### config.mk
export PLATFORM = sky130hd
export DESIGN_NAME = uart_rx_fifo
export DESIGN_NICKNAME = d
export VERILOG_FILES = /design/src/rtl/uart_rxq_pkg.sv /design/src/rtl/uart_rxq_store.sv /design/src/rtl/uart_rxq_timer.sv /design/src/rtl/uart_rx_fifo.sv
export SDC_FILE = /design/constraint.sdc
export NUM_CORES = 1
export LEC_CHECK = 0
export ABC_AREA = 1
export BUFFER_PORTS_ARGS = -buffer_cell sky130_fd_sc_hd__buf_4
export CORE_ASPECT_RATIO = 0.6
export CORE_UTILIZATION = 48
export CTS_BUF_LIST = sky130_fd_sc_hd__clkbuf_8
export DETAILED_ROUTE_END_ITERATION = 10
export PLACE_DENSITY = 0.66
export REMOVE_ABC_BUFFERS = 1
export SKIP_LAST_GASP = 1
export SYNTH_ARGS = -nofsm -noshare
export SYNTH_HDL_FRONTEND = slang
export SYNTH_HIERARCHICAL = 1
export SYNTH_SLANG_ARGS = --single-unit
### constraint.sdc
create_clock -name clk -period 12 [get_ports clk]
set_clock_uncertainty 0.15 [all_clocks]
set_input_delay 2.4 -clock clk [delete_from_list [all_inputs] [get_ports clk]]
set_output_delay 2.4 -clock clk [all_outputs]
set_load 0.005 [all_outputs]
### src/rtl/uart_rxq_pkg.sv
package uart_rxq_pkg;

  // Trigger threshold for the 2-bit selection code
  function automatic int trig_level(input logic [1:0] code);
    case (code)
      2'b00:   return 1;
      2'b01:   return 4;
      2'b10:   return 8;
      default: return 14;
    endcase
  endfunction

  // Bits per character: start + data + optional parity + stop
  function automatic int char_bits(input logic [1:0] wlen, input logic par_en,
                                   input logic stop2);
    return 1 + 5 + int'(wlen) + int'(par_en) + (stop2 ? 2 : 1);
  endfunction

endpackage

### src/rtl/uart_rxq_store.sv
module uart_rxq_store #(
  parameter int DEPTH = 16,
  parameter int DW    = 8,
  localparam int PW   = $clog2(DEPTH),
  localparam int LVL_W = $clog2(DEPTH + 1)
) (
  input  logic             clk,
  input  logic             rst_n,
  input  logic             clr,
  input  logic             push,
  input  logic             pop,
  input  logic [DW-1:0]    din,
  output logic [DW-1:0]    dout,
  output logic [LVL_W-1:0] level
);
  logic [DW-1:0] mem [DEPTH];
  logic [PW-1:0] wr_ptr, rd_ptr;

  function automatic logic [PW-1:0] nxt(input logic [PW-1:0] p);
    return (p == PW'(DEPTH - 1)) ? '0 : p + 1'b1;
  endfunction

  always_ff @(posedge clk) begin
    if (push && !clr) mem[wr_ptr] <= din;
  end

  always_ff @(posedge clk) begin
    if (!rst_n || clr) begin
      wr_ptr <= '0;
      rd_ptr <= '0;
      level  <= '0;
    end else begin
      if (push) wr_ptr <= nxt(wr_ptr);
      if (pop)  rd_ptr <= nxt(rd_ptr);
      level <= level + LVL_W'(push) - LVL_W'(pop);
    end
  end

  assign dout = mem[rd_ptr];
endmodule

### src/rtl/uart_rxq_timer.sv
module uart_rxq_timer #(
  parameter int CW = 6
) (
  input  logic          clk,
  input  logic          rst_n,
  input  logic          tick,
  input  logic          restart,
  input  logic          stop,
  input  logic [CW-1:0] reload,
  output logic          expire
);
  logic [CW-1:0] cnt;
  logic          armed;

  assign expire = armed && tick && (cnt == CW'(1)) && !restart && !stop;

  always_ff @(posedge clk) begin
    if (!rst_n || stop) begin
      cnt   <= '0;
      armed <= 1'b0;
    end else if (restart) begin
      cnt   <= reload;
      armed <= 1'b1;
    end else if (armed && tick) begin
      cnt <= cnt - 1'b1;
      if (cnt == CW'(1)) armed <= 1'b0;
    end
  end
endmodule

### src/rtl/uart_rx_fifo.sv
module uart_rx_fifo
  import uart_rxq_pkg::*;
#(
  parameter int DEPTH = 16,
  parameter int DW    = 8,
  localparam int LVL_W = $clog2(DEPTH + 1),
  localparam int TO_W  = $clog2(4 * 12 + 1)
) (
  input  logic             clk,
  input  logic             rst_n,
  input  logic             baud_tick,
  input  logic [1:0]       lcr_wlen,
  input  logic             lcr_par_en,
  input  logic             lcr_stop2,
  input  logic             fcr_wr,
  input  logic [7:0]       fcr_data,
  input  logic             stat_clr,
  input  logic             in_valid,
  output logic             in_ready,
  input  logic [DW-1:0]    in_data,
  input  logic             in_break,
  output logic             out_valid,
  input  logic             out_ready,
  output logic [DW-1:0]    out_data,
  output logic [7:0]       fcr_q,
  output logic [LVL_W-1:0] level,
  output logic             trig_hit,
  output logic             data_ready,
  output logic             overrun,
  output logic             brk,
  output logic             timeout_pend
);
  logic          en_q, dms_q;
  logic [1:0]    trig_q;
  logic [DW-1:0] hold_q, head, beat_byte;
  logic          dr_q, oe_q, bi_q, pend_q;
  logic          push_evt, rx_rst, accept, pop, ovr_set, rd_empties, expire;
  logic          tmr_restart, tmr_stop;
  logic [LVL_W-1:0] lvl_after;
  logic [TO_W-1:0]  reload;

  assign in_ready  = 1'b1;
  assign push_evt  = in_valid || in_break;
  assign beat_byte = in_break ? '0 : in_data;
  assign rx_rst    = fcr_wr && (fcr_data[1] || (fcr_data[0] != en_q));

  assign pop    = en_q && out_ready && (level != '0) && !rx_rst;
  assign accept = en_q && push_evt && !rx_rst &&
                  ((level < LVL_W'(DEPTH)) || pop);
  assign lvl_after = level + LVL_W'(accept) - LVL_W'(pop);

  assign ovr_set = push_evt && !rx_rst &&
                   (en_q ? !accept : (dr_q && !out_ready));
  assign rd_empties = out_ready && (en_q ? (lvl_after == '0) : !push_evt);

  assign reload      = TO_W'(4 * char_bits(lcr_wlen, lcr_par_en, lcr_stop2));
  assign tmr_restart = en_q && !rx_rst &&
                       (push_evt || (out_ready && (lvl_after != '0)));
  assign tmr_stop    = rx_rst || !en_q || (out_ready && (lvl_after == '0));

  uart_rxq_store #(.DEPTH(DEPTH), .DW(DW)) u_store (
    .clk(clk), .rst_n(rst_n), .clr(rx_rst), .push(accept), .pop(pop),
    .din(beat_byte), .dout(head), .level(level)
  );

  uart_rxq_timer #(.CW(TO_W)) u_timer (
    .clk(clk), .rst_n(rst_n), .tick(baud_tick), .restart(tmr_restart),
    .stop(tmr_stop), .reload(reload), .expire(expire)
  );

  always_ff @(posedge clk) begin
    if (!rst_n) begin
      en_q   <= 1'b0;
      dms_q  <= 1'b0;
      trig_q <= 2'b00;
      hold_q <= '0;
      dr_q   <= 1'b0;
      oe_q   <= 1'b0;
      bi_q   <= 1'b0;
      pend_q <= 1'b0;
    end else begin
      if (fcr_wr) begin
        en_q   <= fcr_data[0];
        dms_q  <= fcr_data[3];
        trig_q <= fcr_data[7:6];
      end
      if (ovr_set)       oe_q <= 1'b1;
      else if (stat_clr) oe_q <= 1'b0;
      if (rx_rst) begin
        dr_q   <= 1'b0;
        bi_q   <= 1'b0;
        pend_q <= 1'b0;
        hold_q <= '0;
      end else begin
        if (rd_empties) begin
          dr_q <= 1'b0;
          bi_q <= 1'b0;
        end
        if (stat_clr) bi_q <= 1'b0;
        if (push_evt) begin
          dr_q <= 1'b1;
          if (in_break) bi_q <= 1'b1;
          if (!en_q) hold_q <= beat_byte;
        end
        if (out_ready)                      pend_q <= 1'b0;
        else if (expire && (level != '0))   pend_q <= 1'b1;
      end
    end
  end

  assign out_valid    = en_q ? (level != '0) : dr_q;
  assign out_data     = en_q ? ((level != '0) ? head : '0) : hold_q;
  assign fcr_q        = {trig_q, 2'b00, dms_q, 2'b00, en_q};
  assign trig_hit     = en_q ? (int'(level) >= trig_level(trig_q)) : dr_q;
  assign data_ready   = dr_q;
  assign overrun      = oe_q;
  assign brk          = bi_q;
  assign timeout_pend = pend_q;
endmodule

## After elaboration in Yosys (flattened, before gate mapping)

Memory sizes are Yosys's and may differ from the RTL's. A register that Yosys moved wholly into a read port is not among the register bits.
Cells that the tools add are included.

| word-level totals | value |
|---|---|
| bits in registers | 36 |
| RAM bits | 128 |
| bits of input ports | 28 |
| output and inout port bits | 28 |
| logic and storage cells | 111 |
| memories | 1 |

Memory list:

| memory | words | width | read ports | clocked after memory_dff | wr ports | line | source |
|---|---|---|---|---|---|---|---|
| u_store.mem | 16 | 8 | 1 | 1 | 1 | uart_rxq_store.sv:16 | `logic [DW-1:0] mem [DEPTH];` |

| cells by class | value |
|---|---|
| $add $sub $neg | 8 |
| magnitude comparators | 2 |
| equality and inequality tests | 6 |
| mux-type cells | 28 |
| bitwise operators | 2 |
| reduce and logical (&&, ||, !) cells | 50 |

Operator list:

| cell | count |
|---|---|
| $ge A6 B32 Y1 | 1 |
| $mux W8 | 3 |
| $logic_and A1 B1 Y1 | 21 |
| $mux W1 | 17 |
| $mux W4 | 4 |
| $mux W6 | 2 |
| $pmux W4 S3 | 1 |
| $reduce_bool A5 Y1 | 2 |
| $add A4 B1 Y4 const B | 2 |
| $eq A4 B4 Y1 const B | 2 |
| $logic_not A1 Y1 | 8 |
| $logic_or A1 B1 Y1 | 8 |
| $reduce_bool A2 Y1 | 4 |
| $eq A6 B1 Y1 const B | 1 |
| $sub A6 B1 Y6 const B | 1 |
| $add A5 B1 Y5 | 1 |
| $logic_not A5 Y1 | 1 |
| $lt A5 B5 Y1 const B | 1 |
| $sub A5 B1 Y5 | 1 |
| $add A3 B2 Y4 const A | 1 |
| $add A4 B1 Y4 | 1 |
| $add A4 B2 Y4 | 1 |
| $reduce_and A2 Y1 | 2 |
| $reduce_or A2 Y1 | 2 |
| 7 further kinds | 8 |

## Longest topological paths before layout

Gate-level depths: netlist (run 1).

| depth | value |
|---|---|
| word-level depth | 17 |
| depth in mapped cells | 26 |
| gate-level depth less buffers | 25 |

## By module

Netlist (run 1), hierarchy kept.

By module, submodules not included:

| module | instances | cells an instance | area an instance (um^2) | seq. area each (um^2) |
|---|---|---|---|---|
| uart_rxq_store | 1 | 641 | 6393.6 | 4184.0 |
| uart_rx_fifo | 1 | 211 | 1406.3 | 320.3 |
| uart_rxq_timer | 1 | 67 | 466.7 | 140.1 |

## Least setup slack after synthesis (run 1)

Ideal clock, no wire load.

| path | value |
|---|---|
| kind | in2reg |
| start | input fcr_data[0] |
| end | register pend_q, in the netlist timeout_pend |
| setup time | 78 ps |
| data arrival time | 5306 ps |
| data required time | 11772 ps |
| setup slack | 6467 ps |
| stages on the path | 19 |
| buffers on the path | 1 |
| path through | inv_1 a21oi_2 o21ai_1 nand2_1 inv_2 nor3_1 ha_1 inv_1 ha_1 fa_1 or2_2 nor2_1 nand3_1 a21oi_1 nor3_1 buf_6 nor3_1 a21oi_1 nor3_1 |

| between the ends | value |
|---|---|
| cells in the longest elaborated chain, start to end | 17 |
| elaborated cells between the ends (all ways) | 25 |
| classes of those cells | add/sub: 2; eq/ne: 1; reduce/logical: 22 |

RTL lines:

| what | line | source |
|---|---|---|
| start, declared | uart_rx_fifo.sv:16 | `input logic [7:0] fcr_data,` |
| $ne A1 B1 Y1 * | uart_rx_fifo.sv:45 | `assign rx_rst = fcr_wr && (fcr_data[1] \|\| (fcr_data[0] != en_q));` |
| $logic_or A1 B1 Y1 * | uart_rx_fifo.sv:45 |  |
| $logic_and A1 B1 Y1 * | uart_rx_fifo.sv:45 |  |
| net rx_rst | uart_rx_fifo.sv:37 | `logic push_evt, rx_rst, accept, pop, ovr_set, rd_empties, expire;` |
| $logic_not A1 Y1 * | uart_rx_fifo.sv:47 | `assign pop = en_q && out_ready && (level != '0) && !rx_rst;` |
| $logic_and A1 B1 Y1 * | uart_rx_fifo.sv:47 |  |
| net pop | uart_rx_fifo.sv:37 |  |
| $logic_or A1 B1 Y1 | uart_rx_fifo.sv:49 | `((level < LVL_W'(DEPTH)) \|\| pop);` |
| [... 4 more ...] | - |  |
| $logic_and A1 B1 Y1 * | uart_rx_fifo.sv:58 | `(push_evt \|\| (out_ready && (lvl_after != '0)));` |
| $logic_or A1 B1 Y1 * | uart_rx_fifo.sv:58 |  |
| $logic_and A1 B1 Y1 * | uart_rx_fifo.sv:57 | `assign tmr_restart = en_q && !rx_rst &&` |
| net tmr_restart | uart_rx_fifo.sv:38 | `logic tmr_restart, tmr_stop;` |
| $logic_not A1 Y1 * | uart_rxq_timer.sv:15 | `assign expire = armed && tick && (cnt == CW'(1)) && !restart && !stop;` |
| $logic_and A1 B1 Y1 * (2 in series) | uart_rxq_timer.sv:15 |  |
| net expire | uart_rx_fifo.sv:37 |  |
| $logic_and A1 B1 Y1 * | uart_rx_fifo.sv:106 | `else if (expire && (level != '0)) pend_q <= 1'b1;` |
| end signal, assigned | uart_rx_fifo.sv:92 | `pend_q <= 1'b0;` |
| end signal, assigned | uart_rx_fifo.sv:105 | `if (out_ready) pend_q <= 1'b0;` |
| end signal, assigned | uart_rx_fifo.sv:106 |  |
| end, declared | uart_rx_fifo.sv:36 | `logic dr_q, oe_q, bi_q, pend_q;` |

Mark *: on every way through the listed nets, which the timed path passes. The rest lies on a longest branch.
A chain may end at the register's enable or synchronous reset.

## Final worst setup path (run 1)

| path | value |
|---|---|
| start | input fcr_data[0] |
| end | register u_timer.cnt[0] |

| between the ends | value |
|---|---|
| cells in the longest elaborated chain, start to end | 14 |
| elaborated cells between the ends (all ways) | 21 |
| classes of those cells | add/sub: 2; eq/ne: 1; reduce/logical: 18 |

RTL lines:

| what | line | source |
|---|---|---|
| $ne A1 B1 Y1 * | uart_rx_fifo.sv:45 |  |
| $logic_or A1 B1 Y1 * | uart_rx_fifo.sv:45 |  |
| $logic_and A1 B1 Y1 * | uart_rx_fifo.sv:45 |  |
| net rx_rst | uart_rx_fifo.sv:37 |  |
| $logic_not A1 Y1 * | uart_rx_fifo.sv:47 |  |
| $logic_and A1 B1 Y1 * | uart_rx_fifo.sv:47 |  |
| net pop | uart_rx_fifo.sv:37 |  |
| $logic_or A1 B1 Y1 | uart_rx_fifo.sv:49 |  |
| $logic_and A1 B1 Y1 | uart_rx_fifo.sv:48 | `assign accept = en_q && push_evt && !rx_rst &&` |
| $add A5 B1 Y5 | uart_rx_fifo.sv:50 | `assign lvl_after = level + LVL_W'(accept) - LVL_W'(pop);` |
| $sub A5 B1 Y5 * | uart_rx_fifo.sv:50 |  |
| $logic_not A5 Y1 * | uart_rx_fifo.sv:59 | `assign tmr_stop = rx_rst \|\| !en_q \|\| (out_ready && (lvl_after == '0));` |
| $logic_and A1 B1 Y1 * | uart_rx_fifo.sv:59 |  |
| $logic_or A1 B1 Y1 * | uart_rx_fifo.sv:59 |  |
| net tmr_stop | uart_rx_fifo.sv:38 |  |
| $logic_or A1 B1 Y1 * | uart_rxq_timer.sv:18 | `if (!rst_n \|\| stop) begin` |
| $reduce_or A2 Y1 (no line) * | - |  |
| end signal, assigned | uart_rxq_timer.sv:22 | `cnt <= reload;` |
| end signal, assigned | uart_rxq_timer.sv:25 | `cnt <= cnt - 1'b1;` |
| end, declared | uart_rxq_timer.sv:12 | `logic [CW-1:0] cnt;` |

Marks and branches as above.

==> flow_metrics.env, run 1 <==
export IMPL_syn_inst=919
export IMPL_synth_area_top_cells="edfxtp_1, nand2_1, dfxtp_1, inv_1, nand3_1"
export IMPL_cp_data_required_time_ns=12.20
export IMPL_synthDominantCellAreaShare_pct=46.5
export IMPL_r2r_start="u_store/level[2]"
export IMPL_max_cap_violations=0
export IMPL_setup_viol=0
export IMPL_synth_cell_type_count=35
export IMPL_cts_buffers=17
export IMPL_setup_tns_ns=0
export IMPL_final_cell_mix="nand2_1, inv_1, edfxtp_1, nand3_1, buf_4"
export IMPL_htreeDepth=4
export IMPL_hold_viol=0
export IMPL_die_w_um=171
export IMPL_crit_top_cell="inv_1"
export IMPL_place_ws_ns=5.59
export IMPL_grtUsageTotal_pct=22.8
export IMPL_ctsHoldBuffers=0
export IMPL_relSlewSlack_pct=19.0
export IMPL_fin_crit_sh_pct=50.4
export IMPL_grt_overflow=0
export IMPL_hpwl_mm=12.8
export IMPL_wl_per_cell_um=16.0
export IMPL_core_area_um2=16500
export IMPL_syn_to_final_growth_pct=10.1
export IMPL_ys_seq_elements=168
export IMPL_leakage_nw=4.00
export IMPL_avgSynthCellArea_um2=9.00
export IMPL_final_antenna_net_count=0
export IMPL_slowest_delay_ns=0.82
export IMPL_place_gp_congestion=0.831
export IMPL_vias=6056
export IMPL_crit_path_top_delay_cell="nor3_1"
export IMPL_nets=1020
export IMPL_cts_tree="done"
export IMPL_clk_insertion_delay_late_ns=0.45
export IMPL_synthesis_area_um2=8270
export IMPL_holdPathStages=2
export IMPL_grt_max_degree=66
export IMPL_rrSetupSlack_ns=7.19
export IMPL_crit_path_max_fanout=7
export IMPL_synth_edff_count=128
export IMPL_path_cells="buf_4, inv_1, a21oi_2, o21ai_1, nand2_1, inv_2, nor3_1, ha_1, inv_1, ha_1, fa_1, or2_2, nor2_1, nand3_1, o21ai_0, inv_1, nand2_1, nor2_1, o21ai_1, a21oi_1"
export IMPL_report_final_slew_viol_count=0
export IMPL_grt_pass1_wl_mm=30.0
export IMPL_dr_pass1_iters=5
export IMPL_vias_per_cell=5.03
export IMPL_initial_core_util_pct=50.0
export IMPL_worst_slack_ns=5.95
export IMPL_drcViolationCount=0
export IMPL_num_antenna_cells=0
export IMPL_cts_buffer_depth=2
export IMPL_rsz0062_at_grt="no"
export IMPL_num_io_pins=56
export IMPL_antenna_found_initial=0
export IMPL_timing_critical_path_from="fcr_data[0]"
export IMPL_period_needed_ns=6.05
export IMPL_cp_arrival_ns=6.25
export IMPL_die_h_um=104
export IMPL_r2r_cells=18
export IMPL_hold_class="reg -> reg"
export IMPL_peakVddDrop_mv=0.0800
export IMPL_cts_clk_slew_worst_paths_ns=0.10
export IMPL_min_delay_start="hold_q[6]"
export IMPL_grt_pass1_vias=5575
export IMPL_worst_pin_slew_ns=1.21
export IMPL_drive_gt1_share_pct=12.4
export IMPL_yosysWarnings=6
export IMPL_max_freq_mhz=165
export IMPL_clockRootBuffer="clkbuf_8"
export IMPL_final_common_cell="nand2_1"
export IMPL_worstSetupEndpointType="flop"
export IMPL_post_cts_buffers=0
export IMPL_row_count=36
export IMPL_die_area_um2=17800
export IMPL_drt_total_wl_mm=19.3
export IMPL_yosys_area_top_type="edfxtp_1"
export IMPL_r2r_end="u_timer/cnt[0]"
export IMPL_power_density_nw_per_um2=122
export IMPL_p_total_mw=1.11
export IMPL_path_class="in -> reg"
export IMPL_numClockSinks=168
export IMPL_yosysSeqAreaShare_pct=56.2
export IMPL_status="completed"
export IMPL_synth_ff_type="edfxtp_1"
export IMPL_port_buffers=47
export IMPL_worstHoldEndpoint="hold_q[6]"
export IMPL_cts_resized_gates=0
export IMPL_async_reset_ff_share_pct=0
export IMPL_cp_start_kind="primary input"
export IMPL_drt_initial_drc_count=567
## cells by family after synthesis
family                     after synthesis  synth area share [%]
AOI/OAI and AO/OA                       58                  4.27
xor gates and xnor gates                 2                 0.212
adders and majority gates               28                  4.51
buffers and inverters                  212                  11.4
DFF                                    168                  56.2
other                                    2                0.0908
and+or+nand+nor                        449                  23.4
## worst max-delay path, delay by kind of cell
| kind | cells | cell delay (ns) |
|---|---|---|
| buffers and inverters | 5 | 0.35 |
| adders and majority gates | 3 | 0.98 |
| AOI/OAI and AO/OA | 5 | 0.64 |
| and+or+nand+nor | 7 | 1.88 |
## worst max-delay path by stage
stage | slack, ns | cells past startpoint | to
after floorplan | 6.00 | 25 | u_timer/cnt[3]
after global routing | 5.69 | 20 | u_timer/cnt[0]
after global placement | 5.67 | 20 | u_timer/cnt[0]
after CTS | 6.08 | 20 | u_timer/cnt[0]
after detailed placement | 5.59 | 20 | u_timer/cnt[0]
final | 5.95 | 20 | u_timer/cnt[0]
## metal layers
| layer | track usage [%] | share of wire (%) | up-vias | wire length, um |
|---|---|---|---|---|
| li1 | - | - | 3003 | - |
| met4 | 5.10 | 0.86 | 2 | 166 |
| met1 | 36.3 | 52 | 2847 | 10000 |
| met5 | 2.32 | 0.27 | - | 53 |
| met2 | 30.5 | 40 | 187 | 7730 |
| met3 | 5.39 | 7.1 | 17 | 1370 |
## state kept, by name, summed over array words and instances, names as in the netlist, named ones only
| name | flops |
|---|---|
| u_store/mem | 128 |
| hold_q | 8 |
| u_timer/cnt | 6 |
| u_store/level | 5 |
| u_store/rd_ptr | 4 |
| u_store/wr_ptr | 4 |
| trig_q | 2 |
| brk | 1 |
| data_ready | 1 |
| dms_q | 1 |
| en_q | 1 |
| overrun | 1 |
| timeout_pend | 1 |
| u_timer/armed | 1 |
## power by group
group	leakage [nW]	switching (mW)	internal, mW	total, mW
clock network	0.189	0.221	0.169	0.389
logic	2.32	0.0541	0.0314	0.0855
registers	1.49	0.00539	0.629	0.634
total	4.00	0.280	0.829	1.11
## synth_stat cells (2+ instances only)
cell	instances
nor2_4	3
or2_2	2
edfxtp_1	128
dfxtp_1	40
nand2_4	2
nor3_1	6
conb_1	2
nand3_1	120
a21oi_1	20
o21ai_1	6
inv_2	5
a21oi_2	13
clkbuf_1	3
buf_4	9
buf_6	12
nand4_1	4
fa_1	3
o21a_1	3
inv_1	168
xor2_1	2
nor2_2	3
o21ai_0	13
nand2_1	252
buf_2	12
nor2_1	54
ha_1	25
## layout make-up
cell class	instances	area, um^2
inverters	175	663
well taps	228	285
multi-input cells	544	2700
repair buffers	58	435
clock buffers	17	234
flip-flops and latches	168	4650
clock inverters	15	140
fillers	1487	7430
## per-stage QoR
step / utilization (%) / cells / area, um^2 / hold WS, ns
final: 55.1 / 1205 / 9100 / 0.326
after global routing: 55.1 / 1205 / 9100 / 0.333
after CTS: 55.1 / 1205 / 9100 / 0.323
after detailed placement: 52.8 / 1173 / 8730 / 0.307
after global placement: 52.8 / 1173 / 8730 / 0.309
after floorplan: - / 887 / 8010 / 0.299
(Power assumes the default switching activity.)
==> run 2: changes to the inputs <==
--- a/config.mk
+++ b/config.mk
@@ -5,7 +5,7 @@
 export SDC_FILE = /design/constraint.sdc
 export NUM_CORES = 1
 export LEC_CHECK = 0
-export ABC_AREA = 1
+export ABC_AREA = 0
 export BUFFER_PORTS_ARGS = -buffer_cell sky130_fd_sc_hd__buf_4
 export CORE_ASPECT_RATIO = 0.6
 export CORE_UTILIZATION = 48
==> constraint.sdc (replaced) <==
create_clock -name clk -period 6 [get_ports clk]
set_clock_uncertainty 0.15 [all_clocks]
set_input_delay 1.2 -clock clk [delete_from_list [all_inputs] [get_ports clk]]
set_output_delay 1.2 -clock clk [all_outputs]
set_load 0.005 [all_outputs]
==> run 2 against run 1 <==
Effect of this change: sequential cell count did not move; utilization rose by 1.1 points; synthesized area shrank 9.1%; worst setup slack lost 4.6 ns; count of clock-buffer cells in the layout unchanged; non-clock buffer count fell by 7; cell area fell by 8.2%; sequential share of layout area grew 4.5 points; global-route usage shrank 2.8 points; critical path depth is 3 lower; via count is 27% lower; power grew 94%; critical endpoint is now u_timer/cnt[5].
==> flow_metrics.env, run 2 <==
export IMPL_synth_cell_type_count=53
export IMPL_initial_core_util_pct=50.4
export IMPL_htreeDepth=4
export IMPL_nFillCells=1210
export IMPL_drt_initial_drc_count=303
export IMPL_grt_overflow=0
export IMPL_top_regs="u_store/mem (128), hold_q (8), u_timer/cnt (6)"
export IMPL_cts_buffers=17
export IMPL_port_buffers=47
export IMPL_final_cell_mix="edfxtp_1, buf_4, nand2_1, dfxtp_1, inv_1"
export IMPL_peakVddDrop_mv=0.141
export IMPL_avgSynthCellArea_um2=14.4
export IMPL_dr_pass1_iters=5
export IMPL_hold_class="reg -> reg"
export IMPL_synth_most_common_cell="edfxtp_1"
export IMPL_synth_edff_count=128
export IMPL_cts_resized_gates=0
export IMPL_cts_clk_slew_worst_paths_ns=0.09
export IMPL_cp_arrival_ns=4.85
export IMPL_num_io_pins=56
export IMPL_yosys_top_cells_count="edfxtp_1, nand2_1, dfxtp_1"
export IMPL_setup_viol=0
export IMPL_place_gp_congestion=0.835
export IMPL_drcViolationCount=0
export IMPL_seq_area_um2=4650
export IMPL_cts_buffer_depth=2
export IMPL_clkPwrFrac_pct=36.0
export IMPL_final_antenna_net_count=0
export IMPL_syn_to_final_growth_pct=11.3
export IMPL_grt_max_degree=33
export IMPL_cts_tree="done"
export IMPL_worstSetupEndpointType="flop"
export IMPL_worst_pin_slew_ns=1.12
export IMPL_clk_insertion_delay_late_ns=0.44
export IMPL_seq_power_share_pct=58.7
export IMPL_grt_pass1_vias=4341
export IMPL_cp_start_kind="flop"
export IMPL_comb_power_share_pct=5.3
export IMPL_synthDominantCellAreaShare_pct=51.2
export IMPL_core_area_um2=14900
export IMPL_drive_gt1_share_pct=18.4
export IMPL_vias=4426
export IMPL_place_ws_ns=1.03
export IMPL_hold_viol=0
export IMPL_clockRootBuffer="clkbuf_8"
export IMPL_die_w_um=163
export IMPL_largest_register="u_store/mem"
export IMPL_power_density_nw_per_um2=258
export IMPL_path_class="reg -> reg"
export IMPL_num_antenna_cells=0
export IMPL_cp_data_required_time_ns=6.21
export IMPL_swShare_pct=23.8
export IMPL_multi_input_comb_area_um2=2580
export IMPL_relSlewSlack_pct=25.1
export IMPL_internal_power_mw=1.64
export IMPL_synthesis_area_um2=7510
export IMPL_synth_ff_type="edfxtp_1"
export IMPL_report_final_slew_viol_count=0
export IMPL_drt_total_wl_mm=15.1
export IMPL_power_switching_mw=0.512
export IMPL_yosysWarnings=6
export IMPL_status="completed"
export IMPL_max_freq_mhz=216
export IMPL_hpwl_mm=10.8
export IMPL_largest_reg_flops=128
export IMPL_die_area_um2=16200
export IMPL_async_reset_ff_share_pct=0
export IMPL_leakage_nw=2.87
export IMPL_yosysSeqAreaShare_pct=61.8
export IMPL_ys_seq_elements=168
export IMPL_numClockSinks=168
export IMPL_rsz0062_at_grt="no"
export IMPL_worst_slack_ns=1.36
export IMPL_setup_tns_ns=0
export IMPL_antenna_found_initial=0
export IMPL_grt_pass1_wl_mm=24.0
export IMPL_yosys_area_top_type="edfxtp_1"
export IMPL_grtUsageTotal_pct=20.0
export IMPL_synth_area_top_cells="edfxtp_1, dfxtp_1, mux4_2, mux4_1, ha_1"
export IMPL_fin_crit_sh_pct=77.3
export IMPL_syn_inst=523
export IMPL_row_count=34
export IMPL_path_cells="inv_2, a21o_1, a21o_1, or2_1, ha_1, inv_1, ha_1, fa_1, a21oi_1, o21bai_1, xnor2_1, o21ai_0, a21oi_1, buf_4, inv_1, and4_1, nor3_1"
export IMPL_final_common_cell="edfxtp_1"
export IMPL_period_needed_ns=4.64
export IMPL_crit_path_top_delay_cell="dfxtp_1"
export IMPL_max_cap_violations=0
export IMPL_post_cts_buffers=0
export IMPL_ctsHoldBuffers=0
export IMPL_die_h_um=98.9
export IMPL_slowest_delay_ns=0.78
export IMPL_wl_per_cell_um=19.3
export IMPL_nets=629
export IMPL_crit_path_max_fanout=18
export IMPL_vias_per_cell=5.65
## run 2: changes by cell type after synthesis, sizes merged, moves of 16 or more
cell	delta
nand2	-211
inv	-139
nand3	-118
nor2	-38
mux4	+32
nor2b	+18
and2	+17
a22oi	+16
buf	-16
## run 2: worst max-delay path, delay by kind of cell (launching register included)
kind	cells	cell delay (ns)
flip-flops	1	0.78
buffers and inverters	4	0.64
AND/OR/NAND/NOR	3	0.60
adder cells (fa/ha/maj)	3	0.89
AO/OA/AOI/OAI	6	1.16
XOR/XNOR	1	0.34
## run 2: cell families after synthesis
| group | Yosys count | synth area share [%] |
|---|---|---|
| AND/OR/NAND/NOR | 133 | 9.01 |
| AO/OA/AOI/OAI | 83 | 7.36 |
| adder cells (fa/ha/maj) | 28 | 4.96 |
| flip-flops | 168 | 61.8 |
| other | 2 | 0.100 |
| buffers and inverters | 59 | 4.18 |
| multiplexers | 40 | 11.4 |
| XOR/XNOR | 10 | 1.17 |
## run 2: cell type report
| type | count | area share, % |
|---|---|---|
| Tap cell | 198 | 2.96 |
| Sequential cell | 168 | 55.6 |
| Timing Repair Buffer | 51 | 4.58 |
| Clock inverter | 15 | 1.74 |
| Clock buffer | 17 | 2.80 |
| Inverter | 34 | 1.53 |
| Multi-Input combinational cell | 301 | 30.8 |
## run 2: path summary, 6_finish.rpt
check             startpoint              to  slack, ns  cells after the start
hold / removal     hold_q[4]       hold_q[4]       0.31                      2
hold reg to reg    hold_q[4]       hold_q[4]       0.31                      2
setup reg to reg        en_q  u_timer/cnt[5]       1.36                     17
setup / recovery        en_q  u_timer/cnt[5]       1.36                     17
## run 2: power by group through the flow
stage	sequential, mW	clock [mW]	combinational [mW]
CTS	1.26	0.787	0.114
global route	1.26	0.836	0.127
floorplan	1.29	0	0.0606
detailed placement	1.29	0	0.114
finish	1.26	0.776	0.114
global placement	1.29	0	0.110
## run 2: per-stage QoR
step	power [mW]	cell area, um^2	util [%]	instances	hold WS, ns
floorplan	1.35	7340	-	503	0.287
global placement	1.40	7980	53.6	752	0.292
detailed placement	1.40	7980	53.6	752	0.299
CTS	2.16	8360	56.2	784	0.311
global route	2.23	8360	56.2	784	0.334
finish	2.15	8360	56.2	784	0.312
## run 2: per-layer routing
layer  share of wire, %  global-route usage, %  up-vias
met5                  0                      0        -
met4               0.76                   4.91        0
met3                5.2                   4.34       10
met2                 44                   28.9      116
met1                 50                   30.6     2248
li1                   -                      -     2052
==> run 3: changes to the inputs <==
==> constraint.sdc (replaced) <==
create_clock -name clk -period 4.6 [get_ports clk]
set_clock_uncertainty 0.15 [all_clocks]
set_input_delay 0.92 -clock clk [delete_from_list [all_inputs] [get_ports clk]]
set_output_delay 0.92 -clock clk [all_outputs]
set_load 0.005 [all_outputs]
==> run 3 against run 2 <==
Effect of this change: cell count increased by 0.51%; highest routed layer unchanged; die area stayed put; first-iteration DRC count shrank 1.3%; register-to-register slack worse by 0.89 ns; largest cell class unchanged; global-route usage fell by 0.52 points; sequential share of layout area fell by 0.16 points; utilization grew 0.14 points; via count decreased by 1.5%; combinational power is 34% higher.
==> flow_metrics.env, run 3 (same netlist as run 2, synthesis figures left out) <==
export IMPL_syn_to_final_growth_pct=11.6
export IMPL_numClockSinks=168
export IMPL_rrSetupSlack_ns=0.47
export IMPL_clkPwrFrac_pct=34.8
export IMPL_top_regs="u_store/mem (128), hold_q (8), u_timer/cnt (6)"
export IMPL_worst_pin_slew_ns=1.19
export IMPL_ctsHoldBuffers=0
export IMPL_final_antenna_net_count=0
export IMPL_grt_pass1_vias=4256
export IMPL_vias_per_cell=5.53
export IMPL_grtUsageTotal_pct=19.5
export IMPL_post_cts_buffers=0
export IMPL_path_class="in -> reg"
export IMPL_setup_viol=0
export IMPL_clk_insertion_delay_late_ns=0.44
export IMPL_comb_power_share_pct=5.6
export IMPL_row_count=34
export IMPL_multi_input_comb_area_um2=2580
export IMPL_htreeDepth=4
export IMPL_initial_core_util_pct=50.4
export IMPL_cp_arrival_ns=4.36
export IMPL_rsz0062_at_grt="no"
export IMPL_die_area_um2=16200
export IMPL_power_switching_mw=0.630
export IMPL_peakVddDrop_mv=0.145
export IMPL_final_cell_mix="edfxtp_1, buf_4, nand2_1, dfxtp_1, inv_1"
export IMPL_place_gp_congestion=0.846
export IMPL_cts_tree="done"
export IMPL_hold_class="reg -> reg"
export IMPL_nets=633
export IMPL_cp_start_kind="primary input"
export IMPL_dr_pass1_iters=4
export IMPL_drt_initial_drc_count=299
export IMPL_drcViolationCount=0
export IMPL_die_h_um=98.9
export IMPL_vias=4361
export IMPL_max_freq_mhz=239
export IMPL_report_final_slew_viol_count=0
export IMPL_grt_pass1_wl_mm=23.3
export IMPL_drive_gt1_share_pct=19.0
export IMPL_fin_crit_sh_pct=90.8
export IMPL_grt_overflow=0
export IMPL_largest_register="u_store/mem"
export IMPL_grt_max_degree=33
export IMPL_cts_resized_gates=0
export IMPL_timing_critical_path_from="fcr_data[1]"
export IMPL_drt_total_wl_mm=14.9
export IMPL_internal_power_mw=2.13
export IMPL_r2r_start="u_store/level[3]"
export IMPL_cts_buffers=17
export IMPL_num_antenna_cells=0
export IMPL_num_io_pins=56
export IMPL_core_area_um2=14900
export IMPL_swShare_pct=22.8
export IMPL_crit_path_max_fanout=10
export IMPL_max_cap_violations=0
export IMPL_antenna_found_initial=0
export IMPL_largest_reg_flops=128
export IMPL_cts_buffer_depth=2
export IMPL_power_density_nw_per_um2=329
export IMPL_relSlewSlack_pct=20.7
export IMPL_seq_area_um2=4650
export IMPL_status="completed"
export IMPL_wl_per_cell_um=18.9
export IMPL_seq_power_share_pct=59.6
export IMPL_period_needed_ns=4.18
export IMPL_clockRootBuffer="clkbuf_8"
export IMPL_setup_tns_ns=0
export IMPL_final_common_cell="edfxtp_1"
export IMPL_nFillCells=1212
export IMPL_cp_data_required_time_ns=4.78
export IMPL_die_w_um=163
export IMPL_p_total_mw=2.76
export IMPL_port_buffers=47
export IMPL_hold_viol=0
export IMPL_min_delay_start="hold_q[3]"
export IMPL_worstSetupEndpointType="flop"
export IMPL_cts_clk_slew_worst_paths_ns=0.09
export IMPL_hpwl_mm=10.7
export IMPL_leakage_nw=2.88
-- run 3: cell type report --
class	instances	area share [%]
inverter	34	1.52
multi-input combinational	301	30.7
clock buffer	17	2.79
timing repair buffer	55	5.07
sequential	168	55.4
tap	198	2.96
clock inverter	15	1.49
-- run 3: critical path: stages --
cell and delay [ns]:
buf_4 0.12, nand2b_1 0.15, a21o_1 0.22, a21o_1 0.17
or2_1 0.24, ha_1 0.29, inv_1 0.05, ha_1 0.21
fa_1 0.43, a21oi_1 0.17, o21bai_1 0.10, xnor2_1 0.28
o21ai_0 0.14, a21oi_1 0.32, inv_1 0.22, o21ai_0 0.26
nor3_1 0.07
-- run 3: through the flow --
step	worst slack, ns	utilization (%)	cells	hold WS (ns)	cell area, um^2
global placement	0.166	53.9	756	0.292	8020
finish	0.424	56.3	788	0.307	8380
CTS	0.496	56.3	788	0.310	8380
global route	0.108	56.3	788	0.323	8380
detailed placement	0.00795	53.9	756	0.298	8020
floorplan	0.199	-	503	0.287	7340
-- run 3: worst paths after layout --
check / endpoint / depth (start not counted)
setup / recovery: u_timer/cnt[5] / 17
setup reg to reg: u_timer/cnt[5] / 17
hold / removal: hold_q[3] / 2
hold reg to reg: hold_q[3] / 2
-- run 3: layer usage --
metal,vias up,global-route usage (%),routed length [um]
met2,99,27.5,6420
met4,0,4.70,81
met3,8,4.42,789
met5,-,0,0
met1,2201,30.3,7590
li1,2053,-,-
-- run 3: power by group through the flow --
stage	sequential [mW]	combinational (mW)	clock [mW]
after floorplan	1.68	0.0790	0
after global placement	1.68	0.149	0
after detailed placement	1.68	0.153	0
after CTS	1.65	0.153	0.975
after global routing	1.65	0.172	1.04
final	1.65	0.153	0.960
